[config.mk]
export PLATFORM = sky130hd
export DESIGN_NAME = spi_pack_fifo
export DESIGN_NICKNAME = d
export VERILOG_FILES = /design/src/rtl/spi_pack_fifo.sv
export SDC_FILE = /design/constraint.sdc
export NUM_CORES = 1
export LEC_CHECK = 0
export ABC_AREA = 1
export BUFFER_PORTS_ARGS = -buffer_cell sky130_fd_sc_hd__buf_4
export CAP_MARGIN = 20
export CELL_PAD_IN_SITES_DETAIL_PLACEMENT = 1
export CELL_PAD_IN_SITES_GLOBAL_PLACEMENT = 2
export CORE_ASPECT_RATIO = 0.9
export CORE_MARGIN = 2
export CORE_UTILIZATION = 39
export DETAILED_ROUTE_END_ITERATION = 6
export HOLD_SLACK_MARGIN = 0.15
export PLACE_DENSITY = 0.89
export RECOVER_POWER = 25
export SLEW_MARGIN = 0
export SYNTH_ARGS = -nofsm -noshare
export SYNTH_HDL_FRONTEND = slang
export SYNTH_SLANG_ARGS = --single-unit
[constraint.sdc]
create_clock -name clk -period 6.4 [get_ports clk]
set_input_delay 0.64 -clock clk [delete_from_list [all_inputs] [get_ports clk]]
set_output_delay 0.64 -clock clk [all_outputs]
set_load 0.01 [all_outputs]
[src/rtl/spi_pack_fifo.sv]
module spi_pack_fifo #(
  parameter int DEPTH = 4
) (
  input  logic        clk,
  input  logic        rst_n,
  input  logic        wr_en,
  input  logic        wr_wide,
  input  logic [15:0] wr_data,
  input  logic        rd_en,
  input  logic        rd_wide,
  output logic [15:0] rd_data,
  input  logic        byte_mode,
  output logic        tx_empty_flag,
  output logic        rx_ne_flag,
  output logic        tx_ovf,
  output logic        rx_ovr,
  input  logic        err_clr,
  output logic        sh_tx_valid,
  output logic [7:0]  sh_tx_data,
  input  logic        sh_tx_ready,
  input  logic        sh_rx_valid,
  input  logic [7:0]  sh_rx_data
);

  localparam int AW = $clog2(DEPTH);
  localparam int CW = AW + 1;
  localparam logic [CW-1:0] FULL  = CW'(DEPTH);
  localparam logic [CW-1:0] HALF  = CW'(DEPTH / 2);
  localparam logic [CW-1:0] QUART = CW'(DEPTH / 4);
  localparam logic [CW-1:0] ONE   = CW'(1);
  localparam logic [CW-1:0] TWO   = CW'(2);

  initial assert (DEPTH >= 4 && (DEPTH & (DEPTH - 1)) == 0)
    else $error("DEPTH must be a power of two, at least 4");

  // transmit side
  logic [7:0]    tx_mem [DEPTH];
  logic [AW-1:0] tx_wp, tx_rp;
  logic [CW-1:0] tx_cnt, wr_n;
  logic          tx_push, tx_drop, tx_pop;

  assign wr_n    = wr_wide ? TWO : ONE;
  assign tx_push = wr_en && (FULL - tx_cnt) >= wr_n;
  assign tx_drop = wr_en && !tx_push;
  assign tx_pop  = sh_tx_valid && sh_tx_ready;

  assign sh_tx_valid   = tx_cnt != '0;
  assign sh_tx_data    = tx_mem[tx_rp];
  assign tx_empty_flag = tx_cnt <= HALF;

  always_ff @(posedge clk) begin
    if (tx_push) begin
      tx_mem[tx_wp] <= wr_data[7:0];
      if (wr_wide) tx_mem[tx_wp + AW'(1)] <= wr_data[15:8];
    end
  end

  always_ff @(posedge clk or negedge rst_n) begin
    if (!rst_n) begin
      tx_wp  <= '0;
      tx_rp  <= '0;
      tx_cnt <= '0;
    end else begin
      if (tx_push) tx_wp <= tx_wp + AW'(wr_n);
      if (tx_pop)  tx_rp <= tx_rp + AW'(1);
      tx_cnt <= tx_cnt + (tx_push ? wr_n : '0) - (tx_pop ? ONE : '0);
    end
  end

  // receive side
  logic [7:0]    rx_mem [DEPTH];
  logic [AW-1:0] rx_wp, rx_rp;
  logic [CW-1:0] rx_cnt, rd_n;
  logic          rx_push, rx_drop, two_avail;

  assign rx_push   = sh_rx_valid && rx_cnt != FULL;
  assign rx_drop   = sh_rx_valid && rx_cnt == FULL;
  assign two_avail = rd_wide && rx_cnt >= TWO;
  assign rd_n      = !rd_en ? '0 : two_avail ? TWO : (rx_cnt != '0) ? ONE : '0;

  assign rd_data[7:0]  = (rx_cnt != '0) ? rx_mem[rx_rp] : 8'h00;
  assign rd_data[15:8] = two_avail ? rx_mem[rx_rp + AW'(1)] : 8'h00;
  assign rx_ne_flag    = rx_cnt >= (byte_mode ? QUART : HALF);

  always_ff @(posedge clk) begin
    if (rx_push) rx_mem[rx_wp] <= sh_rx_data;
  end

  always_ff @(posedge clk or negedge rst_n) begin
    if (!rst_n) begin
      rx_wp  <= '0;
      rx_rp  <= '0;
      rx_cnt <= '0;
    end else begin
      if (rx_push) rx_wp <= rx_wp + AW'(1);
      rx_rp  <= rx_rp + AW'(rd_n);
      rx_cnt <= rx_cnt + (rx_push ? ONE : '0) - rd_n;
    end
  end

  // sticky error bits
  always_ff @(posedge clk or negedge rst_n) begin
    if (!rst_n) begin
      tx_ovf <= 1'b0;
      rx_ovr <= 1'b0;
    end else begin
      tx_ovf <= (tx_ovf && !err_clr) || tx_drop;
      rx_ovr <= (rx_ovr && !err_clr) || rx_drop;
    end
  end


  tx_ovf_cause_chk: assert property (@(posedge clk) disable iff (!rst_n)
    $rose(tx_ovf) |-> $past(wr_en));


  rx_ovr_cause_chk: assert property (@(posedge clk) disable iff (!rst_n)
    $rose(rx_ovr) |-> ($past(sh_rx_valid) && $past(rx_cnt) == FULL));


  tx_valid_room_chk: assert property (@(posedge clk) disable iff (!rst_n)
    !sh_tx_valid |-> tx_empty_flag);


  tx_pop_level_chk: assert property (@(posedge clk) disable iff (!rst_n)
    (tx_pop && !wr_en) |=> tx_cnt == $past(tx_cnt) - ONE);


  rx_push_level_chk: assert property (@(posedge clk) disable iff (!rst_n)
    (sh_rx_valid && !rd_en && rx_cnt != FULL) |=> rx_cnt == $past(rx_cnt) + ONE);


  rx_ne_packed_chk: assert property (@(posedge clk) disable iff (!rst_n)
    (rx_ne_flag && !byte_mode) |-> two_avail || !rd_wide);

endmodule

Word-level counts from Yosys, hierarchy flattened
Memories as Yosys holds them, arrays and structs flattened. Cells that the tools add are included.

Muxes and demuxes: 17. Add/subtract/negate cells: 11. Magnitude comparators: 4. Reductions and logical operators: 14. Eq/ne operators: 2.

Operators by type and width (count): $mux 8 (2); $mux 1 (10); $mux 2 (5); $add 2x1->2 const B (4); $logic_and 1x1->1 (8); $ge 3x2->1 (2); $reduce_bool 3->1 (2); $add 2x2->2 (2); $add 3x1->3 (1); $add 3x2->3 (1); $eq 3x3->1 const B (1); $ge 3x2->1 const B (1); $le 3x2->1 const B (1); $ne 3x3->1 const B (1); $sub 3x1->3 (1); $sub 3x2->3 (1); $sub 3x3->3 const A (1); $logic_not 1->1 (2); $logic_or 1x1->1 (2).

Memories: 2. Bits in registers: 16. Memory bits (writable): 64. Output and inout bits: 29.

Memories: rx_mem (words 4, bits a word 8, read ports 2, clocked after Yosys merged registers in 0, wr ports 1, RTL line 71) `logic [7:0] rx_mem [DEPTH];`; tx_mem (words 4, bits a word 8, read ports 1, clocked after Yosys merged registers in 0, wr ports 2, RTL line 37) `logic [7:0] tx_mem [DEPTH];`.

Depth between registers and ports, before layout
Gate-level depths: netlist (run 1).

Depth in word-level cells: 6. Gate-level depth with buffers: 15.

Worst setup path before layout (run 1)
OpenSTA, ideal clock, no wires.

Path type: input-to-reg. From: in wr_wide. To: reg tx_cnt[2]. Data arrival time: 2991 ps. Setup slack: 3287 ps. Stages on the path: 15. Required time: 6277 ps. Buffers on the path: 3. Setup time: 123 ps. Cells stage by stage: buf_2 -> buf_2 -> inv_1 -> ha_1 -> inv_1 -> nand2_1 -> nand2_1 -> a21oi_2 -> buf_2 -> nand2_1 -> ha_1 -> inv_1 -> ha_1 -> fa_1 -> xnor2_1.

Word-level cells in the longest chain between the ends: 6.

RTL lines: start: declaration (RTL line 7) `input logic wr_wide,`; $mux 2 (*) (RTL line 42) `assign wr_n = wr_wide ? TWO : ONE;`; $ge 3x2->1 (RTL line 43) `assign tx_push = wr_en && (FULL - tx_cnt) >= wr_n;`; $logic_and 1x1->1 (RTL line 43); $mux 2 (*) (RTL line 66) `tx_cnt <= tx_cnt + (tx_push ? wr_n : '0) - (tx_pop ? ONE : '0);`; $add 3x2->3 (*) (RTL line 66); $sub 3x1->3 (*) (RTL line 66); end signal: assignment (RTL line 66); end: declaration (RTL line 39) `logic [CW-1:0] tx_cnt, wr_n;`.

Mark *: on every way between the ends. The rest lies on a longest branch, timed or not. A chain may end at the register's enable or synchronous reset.

Final worst setup path (run 1)
From: reg rx_rp[0]. To: out rd_data[1].

Word-level cells in the longest chain between the ends: 2.

RTL lines: start: declaration (RTL line 72) `logic [AW-1:0] rx_wp, rx_rp;`; start signal: assignment (RTL line 96) `rx_rp <= rx_rp + AW'(rd_n);`; $mem_v2 4x8; $mux 8 (RTL line 81) `assign rd_data[7:0] = (rx_cnt != '0) ? rx_mem[rx_rp] : 8'h00;`; end: declaration (RTL line 11) `output logic [15:0] rd_data,`.

Every way passes these cells.

==> impl_metrics.yaml, run 1 <==
layout:
  mostFrequentLayoutCell: "nand2_1"
  syn_to_final_growth_pct: 19.9
  drive_gt1_share_pct: 16.3
  fillers: 1269
  final_cell_mix: "nand2_1 (110), edfxtp_1 (64), buf_4 (55), nor2_1 (46), inv_1 (40)"
  fin_nets: 565
  antennaDiodeCount: 0
  utilization_pct: 47.9
synthesis:
  synth.cell_area_um2: 4340
  yosysUniqueCellTypes: 30
  synth_top_area_share_pct: 44.3
  ys_seq_elements: 80
  yosysWarningCount: 0
  syn-mean-instance-area_um2: 9.54
  yosysSeqAreaShare_pct: 53.5
  yosysTopAreaCell: "edfxtp_1"
  ys_top_cells_by_area: "edfxtp_1 (44%), nand2_1 (9.5%), dfrtp_1 (9.2%)"
  syn_inst: 455
  synth_edf_count: 64
  async_flop_share_pct: 20.0
  synth_ff_type: "edfxtp_1"
  syn_nets: 510
setup_path:
  rrSetupSlack_ns: 3.53
  crit_fanout: 33
  cp.arrival_ns: 2.49
  cp-start-kind: "flip-flop"
  cp-end-kind: "output port"
  cp_data_required_time_ns: 5.76
  critical_path_class: "flip-flop to output port"
global_routing:
  grt_overflow: 0
  track_usage_pct: 20.5
  first_global_vias: 3544
  grt_start_max_net_pins: 42
  grt_pass1_wl_mm: 18.7
  antenna_found_initial: 0
clock_tree:
  numCtsBuffers: 9
  path_clk_slew_ns: 0.07
  clk_latency_ns: 0.34
  cts_sinks: 80
  cts.hold.buffers_added: 0
  htreeDepth: 3
  ctsResizeCount: 0
  cts_tree: "done"
  post-cts-setup-buffer-count: 0
  root_buffer: "clkbuf_16"
  cts_buffer_depth: 2
pwr:
  power_leakage_nw: 2.23
  peakVddDrop_mv: 0.297
  p_per_area_nw_per_um2: 506
sta:
  clock-skew-final_ns: 0.00845
  max_freq_ghz: 0.320
  finalCriticalPeriod_ns: 3.13
  rsz0062_at_grt: "no"
  hold_viol_final: 0
  slew-limit-headroom_pct: 30.9
  slew_viol_final: 0
  setup_viol: 0
  fin_crit_sh_pct: 48.9
  setup_ws_ns: 3.27
  tns_ns: 0
  worst_pin_slew_ns: 1.04
floorplanning:
  core_area_um2: 10900
  dieArea_um2: 12000
  rows: 36
  fp.dieW_um: 115
  die_h_um: 104
  io_pins: 63
  start_util_pct: 40.0
route:
  vias: 3497
  antenna_left: 0
  first_pass_iters: 4
  wl_met1_mm: 5.21
  wl_met3_um: 711
  drtIter0Drc: 169
  routed.top_layer: "met4"
  routed_wl_mm: 11.6
  via_per_inst: 5.24
  met2_length_mm: 5.62
  wire_per_inst_um: 17.4
  drc: 0
run:
  maxCapViolCount: 0
min_path:
  hold_path_class: "input port to async pin"
place:
  dp_slack_ns: 2.99
  io_buffers: 62
  dp_hpwl_mm: 8.22
  globalplace.congestion: 0.848
run_status:
  status: "complete, no violations"
## critical path, cell delays in order, from the launching register on
cell and delay (ns):
dfrtp_1 1.02, inv_1 0.45, o21ai_0 0.34, a21oi_1 0.14, buf_4 0.20
## cells by family after synthesis
group | after synthesis | share of synthesized area [%]
xor gates and xnor gates | 9 | 1.82
DFF | 80 | 53.5
and+or+nand+nor | 200 | 21.7
adders and majority gates | 21 | 6.40
AOI/OAI and AO/OA | 81 | 10.6
buffers and inverters | 64 | 6.00
## metal layers
| layer | global-route usage, % | vias to the layer above |
|---|---|---|
| li1 | - | 1686 |
| met5 | 0 | - |
| met2 | 32.9 | 93 |
| met1 | 28.6 | 1707 |
| met4 | 5.16 | 0 |
| met3 | 3.55 | 11 |
## per-stage QoR
stage / hold WS [ns] / power, mW / std cells / area (µm²)
floorplan: 0.344 / 1.63 / 455 / 4340
global placement: 0.487 / 2.03 / 650 / 4910
detailed placement: 0.520 / 2.10 / 651 / 4920
CTS: 0.150 / 2.66 / 667 / 5240
global route: 0.471 / 2.84 / 667 / 5200
finish: 0.411 / 2.63 / 667 / 5200
## power breakdown
group / switching [mW] / internal (mW) / total (mW) / leakage, nW
registers: 0.164 / 0.749 / 0.913 / 0.778
logic: 0.717 / 0.448 / 1.16 / 1.30
clock network: 0.211 / 0.342 / 0.553 / 0.153
## final timing paths
kind | from | end | cells after the start
worst max register to register | tx_cnt[0] | tx_cnt[2] | 12
min in group clk | err_clr | tx_ovf | 2
worst min-delay path | rst_n | tx_wp[1] | 1
max in group asynchronous | rst_n | tx_rp[1] | 1
worst max-delay path | rx_rp[0] | rd_data[1] | 4
worst min register to register | tx_cnt[0] | tx_cnt[0] | 1
## registers in the layout, indices dropped and copies added (netlist names)
register,flops
rx_cnt,3
rx_mem,32
tx_ovf,1
tx_wp,2
tx_rp,2
rx_rp,2
rx_ovr,1
tx_cnt,3
rx_wp,2
tx_mem,32
## final cells by class
cell class / count / area, µm² / area share [%]
inverter: 44 / 166 / 3.20
multi-input combinational: 311 / 1760 / 33.8
clock buffer: 9 / 225 / 4.33
sequential: 80 / 2320 / 44.6
timing repair buffer: 64 / 447 / 8.59
clock inverter: 7 / 93.8 / 1.80
tap: 152 / 190 / 3.66
## synth_stat cells (all sizes together), types with 5 or more instances
master,instances
xnor2,5
o21ai,37
nor2,50
inv,42
a21oi,19
ha,19
o22ai,9
clkbuf,7
o211ai,7
dfrtp,16
buf,13
nand2,111
edfxtp,64
nand4,36
a22oi,8
Power figures use the tool's default switching activity.
==> inputs of run 2 (changes only) <==
--- a/config.mk
+++ b/config.mk
@@ -12,10 +12,10 @@
 export CELL_PAD_IN_SITES_GLOBAL_PLACEMENT = 2
 export CORE_ASPECT_RATIO = 0.9
 export CORE_MARGIN = 2
-export CORE_UTILIZATION = 39
+export CORE_UTILIZATION = 36
 export DETAILED_ROUTE_END_ITERATION = 6
 export HOLD_SLACK_MARGIN = 0.15
-export PLACE_DENSITY = 0.89
+export PLACE_DENSITY = 0.83
 export RECOVER_POWER = 25
 export SLEW_MARGIN = 0
 export SYNTH_ARGS = -nofsm -noshare
==> constraint.sdc (replaced) <==
create_clock -name clk -period 3.1 [get_ports clk]
set_input_delay 0.31 -clock clk [delete_from_list [all_inputs] [get_ports clk]]
set_output_delay 0.31 -clock clk [all_outputs]
set_load 0.01 [all_outputs]
==> run 2 against run 1 <==
Net effect: cell area about the same; cell count rose by 1.9%; via count up 0.66%; sequential power increased by 100%; clock power rose by 75%; clock skew fell by 0.0017 ns; sequential share of layout area hardly changed; non-clock buffer count is 5 higher; die area is 8.0% higher; register-to-register slack lost 2.9 ns; first-iteration DRC count down 1.8%; hold slack lost 0.25 ns; critical path type unchanged; critical endpoint is now rd_data[15]; largest cell class unchanged.
==> impl_metrics.yaml, run 2 (synthesized netlist as in run 1, its figures left out) <==
floorplanning:
  io_pins: 63
  core_area_um2: 11900
  rows: 38
  fp.dieW_um: 120
  die_h_um: 108
  dieArea_um2: 13000
  start_util_pct: 36.5
global_routing:
  track_usage_pct: 18.4
  grt_pass1_wl_mm: 18.1
  grt_start_max_net_pins: 40
  first_global_vias: 3597
  grt_overflow: 0
  antenna_found_initial: 0
clock_tree:
  cts_buffer_depth: 2
  clk_latency_ns: 0.34
  post-cts-setup-buffer-count: 0
  numCtsBuffers: 9
  path_clk_slew_ns: 0.06
  root_buffer: "clkbuf_16"
  cts_tree: "done"
  cts_sinks: 80
  htreeDepth: 3
route:
  via_per_inst: 5.18
  first_pass_iters: 5
  drtIter0Drc: 166
  wire_per_inst_um: 16.7
  antenna_left: 0
  vias: 3520
  routed_wl_mm: 11.3
  drc: 0
layout:
  largestRegisters: "rx_mem: 32 flops, tx_mem: 32 flops"
  seq_area_um2: 2320
  antennaDiodeCount: 0
  final_cell_mix: "nand2_1 (110), edfxtp_1 (64), buf_4 (59), nor2_1 (46), inv_1 (40)"
  drive_gt1_share_pct: 16.9
  fin_nets: 570
  mostFrequentLayoutCell: "nand2_1"
  syn_to_final_growth_pct: 19.9
  finalNonFillerCells: 680
  multi_input_area_um2: 1760
  fillers: 1385
sta:
  slew_viol_final: 0
  worst_pin_slew_ns: 0.934
  setup_viol: 0
  fin_crit_sh_pct: 82.0
  max_freq_ghz: 0.393
  slew-limit-headroom_pct: 37.5
  clock-skew-final_ns: 0.00671
  tns_ns: 0
  rsz0062_at_grt: "no"
  hold_viol_final: 0
  finalCriticalPeriod_ns: 2.54
pwr:
  power.internal_mw: 3.04
  power.switching_mw: 2.25
  power_leakage_nw: 2.23
  p_seq_share_pct: 34.5
  clock_power_share_pct: 18.3
  p_per_area_nw_per_um2: 1020
  power.share.switching_pct: 42.6
  peakVddDrop_mv: 0.589
  combPwrFrac_pct: 47.2
setup_path:
  crit_fanout: 22
  critPathMaxStageDelay_ns: 0.82
  cp_data_required_time_ns: 2.79
  cp_slowest_cell: "dfrtp_1"
  cp.arrival_ns: 2.23
  cp-start-kind: "flip-flop"
  cp-end-kind: "output port"
  critical_path_class: "flip-flop to output port"
  worstPathCellList: "nor2_2, inv_1, nand2_1, a21oi_1, buf_4"
place:
  dp_hpwl_mm: 8.16
  io_buffers: 62
  place_inst: 663
  globalplace.congestion: 0.772
run_status:
  status: "complete, no violations"
min_path:
  hold_path_class: "input port to flip-flop"
run:
  maxCapViolCount: 0
==> run 2: final timing paths <==
path | from | end | slack, ns | cells past startpoint
max in group asynchronous | rst_n | tx_rp[1] | 1.94 | 2
min in group asynchronous | rst_n | tx_ovf | 0.61 | 2
worst max-delay path | rx_rp[0] | rd_data[15] | 0.56 | 5
worst min register to register | tx_cnt[0] | tx_cnt[0] | 0.53 | 1
worst min-delay path | err_clr | tx_ovf | 0.16 | 2
worst max register to register | tx_cnt[0] | tx_cnt[2] | 0.58 | 11
==> run 2: cell type report <==
type	instances	share of cell area [%]
sequential	80	44.6
clock inverter	7	0.889
timing repair buffer	69	9.35
inverter	44	3.20
tap	160	3.85
multi-input combinational	311	33.8
clock buffer	9	4.33
==> run 2: power groups by stage <==
stage | registers [mW] | logic (mW) | clock network [mW]
floorplan | 1.70 | 1.66 | 0
global placement | 1.83 | 2.41 | 0
detailed placement | 1.85 | 2.53 | 0
CTS | 1.83 | 2.54 | 0.992
global route | 1.87 | 2.82 | 1.03
finish | 1.83 | 2.50 | 0.968
==> run 2: layer usage <==
metal	wire length [µm]	up-vias	track usage, %
met2	5480	56	30.2
met4	156	0	5.80
li1	-	1696	-
met3	464	14	4.01
met5	0	-	0
met1	5220	1754	24.5
==> run 2: what timing repair did <==
action                    4_1_cts  5_1_grt
hold endpoints to repair       16        0
gates resized for setup         0        0
hold buffers                    1        0
==> run 2: critical path: cells and delay by family (launching register included) <==
family / cells / cell delay, ns
compound gates: 1 / 0.21
buf+inv: 2 / 0.50
flops: 1 / 0.82
simple gates: 2 / 0.34
==> run 2: stage by stage <==
stage	hold WS (ns)	util (%)	setup slack, ns	cell area [µm²]	total power [mW]
floorplan	0.0144	-	0.317	4340	3.36
global placement	0.183	41.7	0.691	4960	4.24
detailed placement	0.187	41.7	0.573	4960	4.37
CTS	0.154	44.1	0.540	5240	5.36
global route	0.161	43.8	0.393	5200	5.71
finish	0.161	43.8	0.558	5200	5.29
